$ cat config.mk
export PLATFORM = sky130hd
export DESIGN_NAME = pba_unit
export DESIGN_NICKNAME = d
export VERILOG_FILES = /design/src/rtl/pba_pkg.sv /design/src/rtl/pba_pick.sv /design/src/rtl/pba_fifo.sv /design/src/rtl/pba_unit.sv
export SDC_FILE = /design/constraint.sdc
export NUM_CORES = 1
export LEC_CHECK = 0
export ABC_AREA = 1
export BUFFER_PORTS_ARGS = -buffer_cell sky130_fd_sc_hd__buf_2
export CAP_MARGIN = 30
export CORE_MARGIN = 3
export CORE_UTILIZATION = 35
export DETAILED_ROUTE_END_ITERATION = 7
export PLACE_DENSITY = 0.55
export SLEW_MARGIN = 20
export SYNTH_ARGS = -nofsm -noshare
export SYNTH_HDL_FRONTEND = slang
export SYNTH_SLANG_ARGS = --single-unit
$ cat constraint.sdc
create_clock -name clk -period 4.5 [get_ports clk]
set_clock_uncertainty 0.05 [all_clocks]
set_input_delay 0.675 -clock clk [delete_from_list [all_inputs] [get_ports clk]]
set_output_delay 0.675 -clock clk [all_outputs]
set_load 0.02 [all_outputs]
$ cat src/rtl/pba_pkg.sv
package pba_pkg;
    typedef enum logic [2:0] {
        OP_NOP     = 3'd0,
        OP_ALLOC   = 3'd1,
        OP_RESET   = 3'd2,
        OP_ENQ     = 3'd3,
        OP_FREE    = 3'd4,
        OP_RELEASE = 3'd5
    } pba_op_e;

    typedef enum logic {
        ST_IDLE = 1'b0,
        ST_WAIT = 1'b1
    } pba_state_e;
endpackage

$ cat src/rtl/pba_pick.sv
module pba_pick #(
    parameter int N = 32
) (
    input  logic [N-1:0]         busy,
    output logic                 found,
    output logic [$clog2(N)-1:0] idx
);
    localparam int IW = $clog2(N);

    // Scan from the top down so that the lowest free number is the one kept.
    always_comb begin
        found = 1'b0;
        idx   = '0;
        for (int i = N - 1; i >= 0; i--) begin
            if (!busy[i]) begin
                found = 1'b1;
                idx   = IW'(i);
            end
        end
    end
endmodule

$ cat src/rtl/pba_fifo.sv
module pba_fifo #(
    parameter int DEPTH = 32,
    parameter int W     = 5
) (
    input  logic         clk,
    input  logic         rst_n,
    input  logic         flush,
    input  logic         push,
    input  logic [W-1:0] din,
    input  logic         pop,
    output logic [W-1:0] dout,
    output logic         empty,
    output logic         full
);
    localparam int AW = $clog2(DEPTH);

    logic [W-1:0] mem [DEPTH];
    logic [AW:0]  wp, rp;

    always_ff @(posedge clk or negedge rst_n) begin
        if (!rst_n) begin
            wp <= '0;
            rp <= '0;
        end else if (flush) begin
            wp <= '0;
            rp <= '0;
        end else begin
            if (push) wp <= wp + 1'b1;
            if (pop)  rp <= rp + 1'b1;
        end
    end

    always_ff @(posedge clk) begin
        if (push && !flush) mem[wp[AW-1:0]] <= din;
    end

    assign dout  = mem[rp[AW-1:0]];
    assign empty = (wp == rp);
    assign full  = (wp[AW] != rp[AW]) && (wp[AW-1:0] == rp[AW-1:0]);

    // queues are never written beyond capacity
    p_fifo_no_overflow_r7: assert property (@(posedge clk) disable iff (!rst_n)
        (push && !flush) |-> !full);
    // nothing is popped from an empty queue
    p_fifo_no_underflow_r11: assert property (@(posedge clk) disable iff (!rst_n)
        (pop && !flush) |-> !empty);
endmodule

$ cat src/rtl/pba_unit.sv
module pba_unit
    import pba_pkg::*;
#(
    parameter int PKT_NUM     = 32,
    parameter int TOTAL_PAGES = 64,
    parameter int CNT_W       = 3
) (
    input  logic                               clk,
    input  logic                               rst_n,
    input  logic                               cmd_valid,
    input  logic [2:0]                         cmd_op,
    input  logic [CNT_W-1:0]                   cmd_arg,
    input  logic                               pnr_wr,
    input  logic [$clog2(PKT_NUM)-1:0]         pnr_wdata,
    output logic [$clog2(PKT_NUM)-1:0]         pnr_q,
    input  logic [1:0]                         irq_clr,
    output logic [1:0]                         irq_status,
    output logic [7:0]                         alloc_result,
    output logic [$clog2(TOTAL_PAGES+1)-1:0]   free_pages,
    output logic                               tx_req,
    output logic [$clog2(PKT_NUM)-1:0]         tx_pkt,
    input  logic                               tx_ack,
    output logic                               cmpl_valid,
    output logic [$clog2(PKT_NUM)-1:0]         cmpl_pkt,
    input  logic                               cmpl_pop,
    input  logic                               rx_valid,
    input  logic [CNT_W-1:0]                   rx_npages,
    output logic                               rx_ack,
    output logic                               rx_empty,
    output logic [$clog2(PKT_NUM)-1:0]         rx_head
);
    localparam int NUM_W  = $clog2(PKT_NUM);
    localparam int FREE_W = $clog2(TOTAL_PAGES + 1);
    localparam int PG_W   = CNT_W + 1;

    pba_state_e        state_q, state_d;
    logic [PG_W-1:0]   need_q, need_d;
    logic [PKT_NUM-1:0] used_q, used_d;
    logic [PG_W-1:0]   pages_q [PKT_NUM];
    logic [FREE_W-1:0] free_q, free_d;
    logic [1:0]        irq_q;
    logic [7:0]        result_q;

    pba_op_e           op;
    logic              c_alloc, c_reset, c_enq, c_free, c_rel;
    logic [PG_W-1:0]   host_need, rx_need, want, take_pages;
    logic              found, fits, alloc_try, alloc_grant, alloc_fail, grant_any;
    logic [NUM_W-1:0]  pick_idx, drop_idx;
    logic              drop;
    logic              txq_empty, txq_full, cq_empty, cq_full, rxq_full, rel_hit, tx_ok;

    assign op      = pba_op_e'(cmd_op);
    assign c_alloc = cmd_valid && (op == OP_ALLOC);
    assign c_reset = cmd_valid && (op == OP_RESET);
    assign c_enq   = cmd_valid && (op == OP_ENQ);
    assign c_free  = cmd_valid && (op == OP_FREE);
    assign c_rel   = cmd_valid && (op == OP_RELEASE);

    assign host_need = PG_W'(cmd_arg) + 1'b1;
    assign rx_need   = PG_W'(rx_npages) + 1'b1;

    pba_pick #(.N(PKT_NUM)) pick_i (.busy(used_q), .found(found), .idx(pick_idx));

    // Allocation arbitration: a pending request has the allocator to itself;
    // the receiver gets it only in idle with no host allocate or reset.
    always_comb begin
        want        = (state_q == ST_WAIT) ? need_q : host_need;
        fits        = found && (free_q >= FREE_W'(want));
        alloc_try   = (state_q == ST_WAIT) || c_alloc;
        alloc_grant = alloc_try && fits && !c_reset;
        alloc_fail  = (state_q == ST_IDLE) && c_alloc && !found;
        rx_ack      = rx_valid && (state_q == ST_IDLE) && !c_alloc && !c_reset &&
                      found && (free_q >= FREE_W'(rx_need)) && !rxq_full;
        grant_any   = alloc_grant || rx_ack;
        take_pages  = alloc_grant ? want : rx_need;
    end

    // Page return path: free by packet-number register, or release of rx head.
    always_comb begin
        rel_hit  = c_rel && !rx_empty;
        drop_idx = rel_hit ? rx_head : pnr_q;
        drop     = (c_free || rel_hit) && used_q[drop_idx];
    end

    always_comb begin
        used_d = used_q;
        free_d = free_q;
        if (c_reset) begin
            used_d = '0;
            free_d = FREE_W'(TOTAL_PAGES);
        end else begin
            if (drop) begin
                used_d[drop_idx] = 1'b0;
                free_d = free_d + FREE_W'(pages_q[drop_idx]);
            end
            if (grant_any) begin
                used_d[pick_idx] = 1'b1;
                free_d = free_d - FREE_W'(take_pages);
            end
        end
    end

    // Next-state logic
    always_comb begin
        state_d = state_q;
        need_d  = need_q;
        unique case (state_q)
            ST_IDLE: if (c_alloc && found && !fits) begin
                state_d = ST_WAIT;
                need_d  = host_need;
            end
            ST_WAIT: if (c_reset || alloc_grant) state_d = ST_IDLE;
        endcase
    end

    // State register
    always_ff @(posedge clk or negedge rst_n) begin
        if (!rst_n) begin
            state_q <= ST_IDLE;
            need_q  <= '0;
        end else begin
            state_q <= state_d;
            need_q  <= need_d;
        end
    end

    // Output and bookkeeping registers
    always_ff @(posedge clk or negedge rst_n) begin
        if (!rst_n) begin
            used_q   <= '0;
            free_q   <= FREE_W'(TOTAL_PAGES);
            irq_q    <= '0;
            result_q <= '0;
            pnr_q    <= '0;
            for (int i = 0; i < PKT_NUM; i++) pages_q[i] <= '0;
        end else begin
            used_q <= used_d;
            free_q <= free_d;
            if (grant_any) pages_q[pick_idx] <= take_pages;
            if (alloc_grant)     result_q <= 8'(pick_idx);
            else if (alloc_fail) result_q <= 8'h80;
            irq_q[0] <= (alloc_grant || alloc_fail) || (irq_q[0] && !irq_clr[0]);
            irq_q[1] <= tx_ok || (irq_q[1] && !irq_clr[1]);
            if (pnr_wr) pnr_q <= pnr_wdata;
        end
    end

    assign tx_ok = tx_ack && !txq_empty && !cq_full;

    pba_fifo #(.DEPTH(PKT_NUM), .W(NUM_W)) txq_i (
        .clk(clk), .rst_n(rst_n), .flush(c_reset),
        .push(c_enq && !txq_full), .din(pnr_q), .pop(tx_ok),
        .dout(tx_pkt), .empty(txq_empty), .full(txq_full));

    pba_fifo #(.DEPTH(PKT_NUM), .W(NUM_W)) cq_i (
        .clk(clk), .rst_n(rst_n), .flush(c_reset),
        .push(tx_ok), .din(tx_pkt), .pop(cmpl_pop && !cq_empty),
        .dout(cmpl_pkt), .empty(cq_empty), .full(cq_full));

    pba_fifo #(.DEPTH(PKT_NUM), .W(NUM_W)) rxq_i (
        .clk(clk), .rst_n(rst_n), .flush(c_reset),
        .push(rx_ack), .din(pick_idx), .pop(rel_hit),
        .dout(rx_head), .empty(rx_empty), .full(rxq_full));

    assign tx_req       = !txq_empty;
    assign cmpl_valid   = !cq_empty;
    assign irq_status   = irq_q;
    assign alloc_result = result_q;
    assign free_pages   = free_q;

    // free page count never exceeds the pool
    p_free_bound_r2: assert property (@(posedge clk) disable iff (!rst_n)
        free_q <= FREE_W'(TOTAL_PAGES));
    // a failure code carries no packet number
    p_fail_code_r4: assert property (@(posedge clk) disable iff (!rst_n)
        result_q[7] |-> (result_q[6:0] == 7'd0));
    // a waiting request leaves the result untouched until granted
    p_pend_hold_r5: assert property (@(posedge clk) disable iff (!rst_n)
        (state_q == ST_WAIT && !alloc_grant) |=> $stable(result_q));
    // completion only follows a queued packet
    p_ack_needs_req_r8: assert property (@(posedge clk) disable iff (!rst_n)
        tx_ok |=> !cq_empty);
    // reset command empties pool and queues
    p_reset_cmd_r12: assert property (@(posedge clk) disable iff (!rst_n)
        c_reset |=> (free_q == FREE_W'(TOTAL_PAGES) && used_q == '0 && rx_empty && txq_empty));
endmodule

# After elaboration in Yosys (flattened, before gate mapping)
# Memory sizes are Yosys's and may differ from the RTL's.
# Index checks and enable logic that the tools add are counted.
# classes
addsub	10
order_cmp	9
n_eq_ne	14
muxes	110
bitwise_logic	6
reduce_logical	61
# ops
op	count
5-bit 2-to-1 mux	33
128-bit bitwise mux	1
32-bit 2-to-1 mux	4
6-bit 2-to-1 mux	12
1-bit 2-to-1 mux	43
6-bit by 1-bit adder with 6-bit output (second input constant)	6
1-bit logical AND	35
32-bit bitwise AND	1
32-bit inverter	1
32-bit OR	1
7-bit 2-to-1 mux	4
4-bit binary-select mux with 5-bit select	1
4-bit demux with 5-bit select	1
4-bit 2-to-1 mux	5
6-bit == test	3
8-bit 2-to-1 mux	2
5-bit == test	3
7-bit by 4-bit >= comparator with 1-bit output	2
6-bit >= comparator (second input constant)	2
1-bit logical NOT	12
5-bit by 6-bit less-than comparator with 1-bit output (second input constant)	2
5-bit inverter with 6-bit output	2
2-bit nonzero test	6
1-bit demux with 5-bit select	2
14 further kinds	26
# totals
register_bits	223
ramBits	480
n_memories	3
# mem_list
name	words	width	read_ports	rd_clocked_by_memory_dff	wr	line	rtl
cq_i.mem	32	5	1	0	1	pba_fifo.sv:17	logic [W-1:0] mem [DEPTH];
rxq_i.mem	32	5	1	0	1	pba_fifo.sv:17	
txq_i.mem	32	5	1	0	1	pba_fifo.sv:17	

# Longest topological paths before layout
# logic_depth
word_depth	39
depth_mapped	36

# Cells and area by module
# Synthesis repeated with hierarchy kept, for this count alone.
# unflattened
hier_cells	3550
area_unflattened_um2	32877.8
# by_module_without_submodules
module	instances	cells_each	area_per_inst_um2	seq_area_each_um2
pba_fifo at rxq_i ...	2	749	7604.8	5104.9
pba_unit	1	1227	9735.6	4630.7
pba_fifo at cq_i	1	747	7599.8	5104.9
pba_pick	1	78	332.8	0.0

# Worst setup path after synthesis
# OpenSTA, ideal clock, no wires.
# synth_path
path_kind	reg-to-reg
from	reg rxq_i.rp[0]
to	reg free_q[5] (netlist: free_pages[5])
arrival_time_ns	4.401
required_time_ns	4.331
path_slack_ns	-0.070
path_stages_with_launch	35
period_less_slack_ns	4.570
cell_sequence	dfrtp_1 -> buf_6 -> inv_4 -> buf_6 -> buf_2 -> nor2_1 -> o22ai_1 -> nand2_1 -> nand4_1 -> nand2_1 -> nand2_1 -> o21ai_2 -> buf_6 -> inv_2 -> buf_4 -> buf_2 -> buf_2 -> nor3_1 -> o31ai_1 -> o2111ai_1 -> nor2_1 -> ha_1 -> inv_1 -> fa_1 -> xnor2_1 -> nand2_1 -> nand2_1 -> ha_1 -> nand2_1 -> nor2_1 -> a211oi_1 -> nand3b_2 -> nand3_1 -> nand2_1 -> nor2_1
# synth_between
elab_chain_cells	14
elab_cells_between_ends	24
classes_between	2 x add/sub; 2 x eq/ne; 10 x mux; 1 x bitwise; 8 x reduce/logical; 1 x memory
# synth_rtl
element	line	rtl
start: declaration	pba_fifo.sv:18	logic [AW:0] wp, rp;
start signal: assignment	pba_fifo.sv:29	if (pop) rp <= rp + 1'b1;
parallel branches: the longest is 12 deep, another holds 7-bit by 4-bit adder with 7-bit output	--	
7-bit 2-to-1 mux (*)	pba_unit.sv:96	if (grant_any) begin
7-bit 2-to-1 mux (*)	pba_unit.sv:88	if (c_reset) begin
via free_d[5]	pba_unit.sv:40	logic [FREE_W-1:0] free_q, free_d;
end signal: assignment	pba_unit.sv:131	free_q <= FREE_W'(TOTAL_PAGES);
end signal: assignment	pba_unit.sv:138	free_q <= free_d;
end: declaration	pba_unit.sv:40	
# Mark *: on every way through the listed nets, which the timed path passes. The select of a mux whose other input is x is not followed.
# A chain may end at the register's enable or synchronous reset.

# Worst setup path in the final report
# Same ends and word-level chain as after synthesis.

==> results.toml <==
[place]
placed_area_mm2 = 0.0339
dp_hpwl_um = 61100
place.gp.congestion = 0.903
io_buffers = 61
pre_cts_slack_ps = -453

[timing]
rsz0062_at_grt = "true"
finalCriticalPeriod_ps = 4740
finalHoldViolations = 0
setup_viol_count_final = 6
max_freq_mhz = 211
tightest_slew_ps = 855
setup_tns_ps = -1170
drv_slew = 0
relSlewSlack_pct = 43.0
post-route-period-util_pct = 105
fin_ws_ps = -239

[route]
num_vias = 23400
drt_iter0_markers = 2404
routed_wl_um = 92300
viasPerCell = 5.36
ant_nets = 0
firstDrtPassIters = 6
post-route-drc-count = 0
avgRoutedWirePerCell_um = 21.1

[yosys]
yosys_warnings = 0
synth_edf_count = 480
ys_top_cells_by_area = "edfxtp_1 46%, dfrtp_1 18%, o21ai_0 6.3%"
syn-instance-count = 2958
async_flop_share_pct = 31.5
synth.cell_area_mm2 = 0.0311
ys_types = 58
yosysTopAreaCell = "edfxtp_1"
avgSynthCellArea_um2 = 10.5
yosysTopAreaCellShare_pct = 46.4
ys.flop_type = "edfxtp_1"
ys_seq_area_share_pct = 64.2
yosys_register_bits = 701

[cells_and_area]
drive_above_1_share_pct = 15.9
final_cell_mix = "480 x edfxtp_1, 427 x nor2_1, 423 x nand2_1"
areaGrowthSynthToFinish_pct = 18.8
final_common_cell = "edfxtp_1"
fin_area_mm2 = 0.0369
finalNetCount = 3213
fillerInstances = 8386

[global_route]
grt_pass1_wl_um = 141000
antenna_found_initial = 2
grt.overflow.total = 0
grt_pass1_vias = 22400
grt_start_max_net_pins = 101
grt_usage_pct = 19.5

[worst_setup_path]
worstPathRequired_ps = 4950
reg2reg_depth = 28
crit_fanout = 7
startpoint_type = "flip-flop"
end_kind = "flip-flop"
worstPathArrival_ps = 5190
critPathKind = "flip-flop to flip-flop"
slowest_delay_ps = 550
slowest_stage = "fa_2"

[floorplanning]
core_mm2 = 0.0874
start_util_pct = 35.5
die_x_um = 304
io_pins = 64
num_rows = 108
die_h_um = 304
dieArea_mm2 = 0.0923

[pwr]
p_leak_nw = 13.8
power_density_mw_per_mm2 = 636
ir_worst_vdd_mv = 0.508

[clock_tree]
cts_buffer_depth = 3
cts_made_buffers = 79
htreeDepth = 3
path_clk_slew_ps = 60
cts.sinks = 701
cts_tree = "done"
cts-root-buf = "clkbuf_16"
clk-insertion-delay-late_ps = 620

[outcome]
status = "complete, but fails checks"
violations = "setup timing"

[run]
cap_violations = 0

[worst_hold_path]
min-delay-path-class = "input pin to async pin"
power by group:
group | leakage, nW | switching [W] | internal [W]
combinational | 5.27 | 0.00584 | 0.00262
sequential | 7.32 | 0.000415 | 0.00817
clock | 1.26 | 0.00262 | 0.00380
total | 13.8 | 0.00888 | 0.0146
layer usage:
| metal | vias up | GRT usage [%] | part of all wire [%] |
|---|---|---|---|
| met5 | - | 0 | 0 |
| met1 | 11500 | 28.9 | 46 |
| met4 | 0 | 5.87 | 2.4 |
| met3 | 142 | 3.77 | 7.4 |
| li1 | 11000 | - | - |
| met2 | 768 | 29.0 | 44 |
registers in the layout, indices dropped and copies added (netlist names), 7 cells and up:
register    count
free_pages      7
txq_i.mem     160
used_q         32
rxq_i.mem     160
pages_q       128
cq_i.mem      160
critical path, delay by kind of cell, from the launching register on:
family / cells / cell delay, ps
AND/OR/NAND/NOR: 14 / 1520
AO/OA/AOI/OAI: 6 / 950
buffers and inverters: 5 / 590
flip-flops: 1 / 480
adder cells (fa/ha/maj): 3 / 1020
path summary, 6_finish.rpt:
path | start | to | slack (ps)
max in group asynchronous | rst_n | need_q[1] | 3210
min reg2reg | pages_q[29] | pages_q[29] | 430
min in group clk | irq_clr[1] | irq_status[1] | 190
max reg2reg | rxq_i.rp[0] | free_pages[5] | -240
min | rst_n | used_q[22] | 1
max | rxq_i.rp[0] | free_pages[5] | -240
synth_stat cells (all sizes together) (2+ instances only):
| cell | number |
|---|---|
| mux2 | 4 |
| o221ai | 50 |
| ha | 32 |
| o211ai | 18 |
| o31ai | 29 |
| edfxtp | 480 |
| a211oi | 3 |
| nand4 | 74 |
| nand3b | 3 |
| o22ai | 103 |
| nor3 | 89 |
| o2111ai | 3 |
| and3 | 2 |
| xor2 | 11 |
| fa | 2 |
| nor4 | 4 |
| xnor2 | 7 |
| nor2 | 448 |
| clkinv | 7 |
| a21oi | 59 |
| nand3 | 88 |
| a31oi | 9 |
| inv | 138 |
| nand2 | 443 |
| a32oi | 2 |
| o21ai | 463 |
| clkbuf | 101 |
| dfrtp | 220 |
| buf | 58 |
stage by stage:
step,utilization [%],total power [W],hold WS (ps),instances
floorplan,-,0.0133,329,2959
detailed placement,38.7,0.0169,411,4216
finish,42.2,0.0235,1.15,4375
global placement,38.7,0.0169,411,4216
global route,42.2,0.0247,33.0,4374
CTS,41.9,0.0234,11.7,4364
cells by family after synthesis:
kind of cell,share of synthesized area [%]
simple gates,15.8
xor+xnor,0.508
compound gates,13.7
fa+ha+maj,1.42
mux,0.145
other cells,0.0121
buf+inv,4.23
flops,64.2
layout make-up:
cell class / count / area, um^2 / area share [%]
flip-flops and latches: 701 / 19900 / 54.1
multi-input cells: 1954 / 10100 / 27.5
repair buffers: 275 / 2210 / 6.00
clock buffers: 101 / 2200 / 5.95
well taps: 1155 / 1450 / 3.92
inverters: 145 / 569 / 1.54
clock inverters: 43 / 387 / 1.05
diodes: 1 / 2.50 / 0.00678
what timing repair did:
action                                  4_1_cts  5_1_grt
setup buffers                                 3        9
pin swaps                                    11       18
gates resized for setup                      34       47
gates cloned                                  1        1
hold buffers                                  0        0
endpoints found under the setup margin        6       36
(Power assumes the default switching activity.)
